===== src/rtl/e1_frame_align.sv =====
module e1_frame_align #(
  parameter int NUM_TS      = 32,
  parameter int FRAME_CNT_W = 4,
  parameter int LOSS_LIMIT  = 3
) (
  input  logic                      clk,
  input  logic                      rst_n,
  input  logic                      rx_bit,
  output logic                      sync_n,
  output logic                      sof,
  output logic                      nfas_frame,
  output logic [FRAME_CNT_W-1:0]    frame_cnt,
  output logic [$clog2(NUM_TS)-1:0] ts_cnt,
  output logic [2:0]                bit_cnt
);
  localparam int FRAME_BITS = NUM_TS * 8;
  localparam int PW         = $clog2(FRAME_BITS);
  localparam int CW         = PW + FRAME_CNT_W;
  localparam int EW         = $clog2(LOSS_LIMIT + 1);
  localparam logic [6:0] ALIGN_PAT = 7'b0011011;

  typedef enum logic [1:0] {HUNT, CHK_ODD, CHK_EVEN, LOCKED} state_t;

  state_t         st;
  logic [6:0]     sr;
  logic [CW-1:0]  cnt;
  logic [EW-1:0]  err_run;

  logic [7:0] word;
  logic       pat_hit, word_end, odd_frm, locked;

  assign word     = {sr, rx_bit};
  assign pat_hit  = (word[6:0] == ALIGN_PAT);
  assign word_end = (cnt[PW-1:0] == PW'(7));
  assign odd_frm  = cnt[PW];
  assign locked   = (st == LOCKED);

  always_ff @(posedge clk) begin
    if (!rst_n) begin
      st      <= HUNT;
      sr      <= '1;
      cnt     <= '0;
      err_run <= '0;
    end else begin
      sr  <= word[6:0];
      cnt <= cnt + CW'(1);
      case (st)
        HUNT:
          if (pat_hit) begin
            cnt <= CW'(8);
            st  <= CHK_ODD;
          end
        CHK_ODD:
          if (word_end && odd_frm)
            st <= word[6] ? CHK_EVEN : HUNT;
        CHK_EVEN:
          if (word_end && !odd_frm) begin
            st      <= pat_hit ? LOCKED : HUNT;
            err_run <= '0;
          end
        LOCKED:
          if (word_end && !odd_frm) begin
            if (pat_hit) begin
              err_run <= '0;
            end else if (err_run == EW'(LOSS_LIMIT - 1)) begin
              err_run <= '0;
              st      <= HUNT;
            end else begin
              err_run <= err_run + EW'(1);
            end
          end
        default: st <= HUNT;
      endcase
    end
  end

  assign sync_n     = ~locked;
  assign sof        = locked && (cnt[PW-1:0] == '0);
  assign nfas_frame = locked && odd_frm;
  assign frame_cnt  = locked ? cnt[CW-1:PW] : '0;
  assign ts_cnt     = locked ? cnt[PW-1:3] : '0;
  assign bit_cnt    = locked ? cnt[2:0] : '0;
endmodule



===== config.mk =====
export PLATFORM = sky130hd
export DESIGN_NAME = e1_frame_align
export DESIGN_NICKNAME = d
export VERILOG_FILES = /design/src/rtl/e1_frame_align.sv
export SDC_FILE = /design/constraint.sdc
export NUM_CORES = 1
export LEC_CHECK = 0
export CAP_MARGIN = 15
export CORE_MARGIN = 5
export CORE_UTILIZATION = 50
export CTS_BUF_LIST = sky130_fd_sc_hd__clkbuf_2
export DETAILED_ROUTE_END_ITERATION = 10
export PLACE_DENSITY = 0.76
export SKIP_CTS_REPAIR_TIMING = 1
export SLEW_MARGIN = 25
export SYNTH_ARGS = -nofsm -noshare
export SYNTH_HDL_FRONTEND = slang
export SYNTH_SLANG_ARGS = --single-unit

===== constraint.sdc =====
create_clock -name clk -period 3 [get_ports clk]
set_input_delay 0.3 -clock clk [delete_from_list [all_inputs] [get_ports clk]]
set_output_delay 0.3 -clock clk [all_outputs]
set_load 0.02 [all_outputs]

After elaboration in Yosys (flattened, before gate mapping)
Index checks and enable logic that the tools add are counted.
{ "word_totals": {"register_bits": 22, "out_inout_bits": 15} }
{ "op_classes": {"n_addsub": 2, "n_eq_ne": 12, "n_mux": 19, "bitwise": 1, "n_reduce_logical": 10} }
{ "op_table": {"columns": ["operator", "count"], "rows": [
  ["12-bit 2-to-1 mux", 2],
  ["2-bit 2-to-1 mux", 12],
  ["12-bit by 1-bit adder with 12-bit output (second input constant)", 1],
  ["8-bit by 3-bit equality test with 1-bit output (second input constant)", 1],
  ["8-bit logical NOT", 1],
  ["2-bit != test (second input constant)", 4],
  ["2-bit one-hot mux with 4 select lines", 1],
  ["7-bit by 5-bit equality test with 1-bit output (second input constant)", 1],
  ["2-bit equality test (second input constant)", 3],
  ["6-bit AND reduction", 1],
  ["5-bit 2-to-1 mux", 1],
  ["1-bit logical AND", 4],
  ["4-bit 2-to-1 mux", 1],
  ["2-bit by 1-bit != test with 1-bit output (second input constant)", 2],
  ["2-bit one-hot mux with 2 select lines", 1],
  ["3-bit 2-to-1 mux", 1],
  ["3-bit AND reduction", 1],
  ["2-bit by 1-bit adder with 2-bit output (second input constant)", 1],
  ["2-bit by 1-bit equality test with 1-bit output (second input constant)", 1],
  ["2-bit logical NOT", 1],
  ["2-bit nonzero test", 1],
  ["1-bit logical NOT", 1],
  ["1-bit inverter", 1]
]} }

Logic depth before layout (Yosys ltp)
{ "logic_depth": {"ltp_word": 5, "mapped_depth": 5, "depth_no_buf": 5} }

Worst setup path after synthesis
Ideal clock, no wire load.
{ "synth_timing": {"kind": "reg-to-output", "startpoint": "register cnt[7]", "endpoint": "output sof", "arrival_time_ns": 1.618, "t_required_ns": 2.700, "setup_slack_ns": 1.082, "path_stages_with_launch": 3, "path_buffers": 0, "cell_sequence": "dfxtp_1 -> or4_4 -> nor4_1"} }
{ "synth_via": {"elab_chain_cells": 2} }
{ "synth_rtl": {"columns": ["element", "line", "source"], "rows": [
  ["start: declaration", "26", "logic [CW-1:0] cnt;"],
  ["start signal: assignment", "46", "cnt <= cnt + CW'(1);"],
  ["8-bit logical NOT", "78", "assign sof = locked && (cnt[PW-1:0] == '0);"],
  ["1-bit logical AND", "78", null],
  ["end: declaration", "10", "output logic sof,"]
]} }
Every way passes these cells.

Worst setup path in the final report
{ "layout_timing": {"startpoint": "register st[1]", "endpoint": "output sof"} }
{ "layout_via": {"elab_chain_cells": 2} }
{ "layout_rtl": {"columns": ["element", "line", "source"], "rows": [
  ["start: declaration", "24", "state_t st;"],
  ["start signal: assignment", "55", "st <= word[6] ? CHK_EVEN : HUNT;"],
  ["start signal: assignment", "58", "st <= pat_hit ? LOCKED : HUNT;"],
  ["2-bit equality test", "36", "assign locked = (st == LOCKED);"],
  ["1-bit logical AND", "78", null]
]} }
Every way passes these cells.

==> implementation parameters <==
Parameter                              Value

Finish
  Fraction of final layout cells sized beyond drive strength 1    around 8.0%
  Area of combinational cells with multiple inputs    592 um^2
  Register area    between 400 and 500 um^2
  Nets@finish    between 100 and 150
  Count of non-filler cells in the finished layout    between 150 and 200
  Number of diodes    0
  Synthesis-to-layout area growth    18.6%
  Fill cell total of the finished layout    between 200 and 250

STA
  Maximum clock frequency    roughly 380 MHz
  Slew of the pin with the lowest slew margin    0.568 ns
  Final Slew Violations    0
  Aggregate negative setup slack    0 ns
  Final setup violation count    0
  Final Hold Fails    0
  Setup repair after global routing missed its margin    no
  Relative max-transition margin    62.1%
  Clock skew after layout    approximately 0.0047 ns
  Final clock period utilization by the worst path    between 80 and 90%
  Fin crit period    about 2.6 ns

Floorplan
  Rows    17
  Full die area    0.00323 mm^2
  Die outline height    about 57 um
  Core area    roughly 0.0021 mm^2
  Die width    between 50 and 60 um
  Initial standard-cell utilization of the core    around 51%
  I/O Pins    18

Synth
  Ranking of synthesized cells by area    sky130_fd_sc_hd__dfxtp_1 (40%), sky130_fd_sc_hd__nor2_1 (6.5%), sky130_fd_sc_hd__xnor2_1 (6.4%), sky130_fd_sc_hd__and3_1 (5.1%), sky130_fd_sc_hd__nand2b_1 (4.0%)
  Share of the yosys chip area belonging to registers    around two fifths
  Mapped Nets    129
  Cells after Synth    ~120
  Number of different library cells in the post-synthesis netlist    37
  Fraction of post-synthesis cell area in the top cell type by area    about two fifths
  Register bit total from synthesis    22
  Flip-flop cell with the highest count after synthesis    sky130_fd_sc_hd__dfxtp_1
  Average instance area after synthesis    8.85 um^2
  Synth warnings    0
  Synthesized cell area    ~0.0011 mm^2
  Number of enable flip-flop cells after synthesis    0
  Largest area contributor in the synthesized netlist    sky130_fd_sc_hd__dfxtp_1
  FFs w/ async S/R, synth    0%

Worst setup path
  Data required time of the worst path    ~2.7 ns
  Startpoint of the most critical setup path    st[1]
  Worst reg2reg path startpoint    cnt[0]
  CP startpoint kind    flop
  CP Data Arrival Time    between 2 and 2.5 ns
  Critical Setup Path Class    flop to primary output
  R2R setup slack    between 1 and 1.5 ns
  Nature of the critical path endpoint    primary output
  Maximum fanout encountered on the critical timing path    19
  Count of cells along the worst register-to-register path    5

Job
  Max-cap check violation count    0

Status
  Status    finished, final reports clean

Drt
  Post-route ant nets    0
  First DRT Iteration DRCs    12
  Vias per std cell    5.22
  DRC violation count after routing    0
  Per-cell routed wire length    about 13 um
  Via count    866
  Drt first pass iters    4
  Sum of routed wire length over all layers    between 2 and 2.5 mm

Place
  Final estimated routing congestion in global placement    about 0.79
  Total half-perimeter wirelength after legalization and detailed placement    around 1.6 mm
  Number of instances in the placed design    162
  Port Buf Inserts    17

Power
  Overall Power    ~0.53 mW
  Static Leakage    approximately 0.48 nW
  PD cells    408 mW/mm^2
  Maximum vdd drop    approximately 330 uV

Clock tree
  CTS tree    yes
  Clock root cell    sky130_fd_sc_hd__clkbuf_2
  Clock Latency Late Sink    0.33 ns
  Max clock buf depth    2
  Worst-path clk slew    approximately 0.20 ns
  Number of buffers created by CTS    3
  TritonCTS Sinks    22
  CTS HTree Levels    1

Global route
  Total congestion overflow    0
  Via count of the first global-routing pass    approximately 840
  Pin count of the biggest net entering global routing    20
  First-pass GRT wire length    3.72 mm
  Gr usage total    around 15%
  Number of antenna violations at the first check in global routing    0

Hold path
  Cell depth of the worst min-delay path    1
  Worst Hold Class    flop to flop
  Worst Hold Launch    sr[2]
## power by group
group | switching, mW | internal (mW) | total [mW]
Clock | 0.0901 | 0.115 | 0.205
Sequential | 0.00512 | 0.298 | 0.303
Combinational | 0.0122 | 0.0108 | 0.0230
Total | 0.107 | 0.424 | 0.531
## worst paths after layout
path	endpoint
worst min register to register	sr[3]
worst max register to register	err_run[0]
worst max-delay path	sof
worst min-delay path	sr[3]
## cells in the final DEF, fill, tap and decap left out, drive strengths merged
cell type and n:
a21boi 3, clkdlybuf4s50 17, buf 1, or4 2, xor2 2, o21ai 1, or4b 1, inv 3
dfxtp 22, nor4 4, nand4bb 1, xnor2 8, o21a 1, ha 2, a21oi 2, o221a 1
nand2 8, bufinv 1, nor2 19, a31oi 1, o31ai 1, nand3 4, or2b 1, nor3 4
or3 1, nor2b 1, and2 2, nand4 4, and3 10, clkbuf 3, nand2b 7
## routing by layer
layer,part of all wire [%],vias to the layer above,wire [um],track usage (%)
met5,0,-,0,0
met4,2.6,0,55,8.94
met3,5.1,5,106,2.07
met2,46,20,963,22.6
met1,46,389,970,19.4
li1,-,452,-,-
## synthesized netlist by cell type, types with 3 or more instances
| cell type | count |
|---|---|
| sky130_fd_sc_hd__nor3_1 | 4 |
| sky130_fd_sc_hd__inv_1 | 3 |
| sky130_fd_sc_hd__and3_1 | 9 |
| sky130_fd_sc_hd__nor2_1 | 19 |
| sky130_fd_sc_hd__dfxtp_1 | 22 |
| sky130_fd_sc_hd__nand3_1 | 4 |
| sky130_fd_sc_hd__xnor2_1 | 8 |
| sky130_fd_sc_hd__clkbuf_1 | 3 |
| sky130_fd_sc_hd__nand2_1 | 8 |
| sky130_fd_sc_hd__nand4_1 | 3 |
| sky130_fd_sc_hd__nand2b_1 | 7 |
## final cells by class
type	instances	area share [%]
tap	28	2.69
timing repair buffer	18	13.7
multi-input combinational	91	45.5
inverter	3	0.865
clock buffer	3	1.15
sequential	22	33.8
clock inverter	1	2.31
## state kept, by name (all words and copies together) (netlist names)
register  count
st            2
sr            6
cnt          12
err_run       2
## worst max-delay path, cell delays in order, from the launching register on
cell	delay, ns
sky130_fd_sc_hd__dfxtp_1	0.73
sky130_fd_sc_hd__nand2_1	0.28
sky130_fd_sc_hd__nor4_1	0.34
sky130_fd_sc_hd__clkdlybuf4s50_1	0.66
## kinds of logic (layout without fill, tap and decap cells)
logic type	count (synthesis)	count (layout)	synth area share, %
xor gates and xnor gates	10	10	7.98
AOI/OAI and AO/OA	10	10	6.39
buffers and inverters	11	25	5.93
and+or+nand+nor	69	69	37.3
DFF	22	22	40.1
adders and majority gates	2	2	2.28
## per-stage QoR
step | instance area, um^2 | hold WS, ns | worst slack (ns) | utilization, %
finish | 1300 | 0.464 | 0.367 | 60.6
floorplan | 1100 | 0.373 | 1.08 | -
global placement | 1260 | 0.414 | 0.833 | 58.5
CTS | 1300 | 0.469 | 0.342 | 60.6
detailed placement | 1260 | 0.423 | 0.791 | 58.5
global route | 1300 | 0.499 | 0.126 | 60.6
Power figures use the tool's default switching activity.
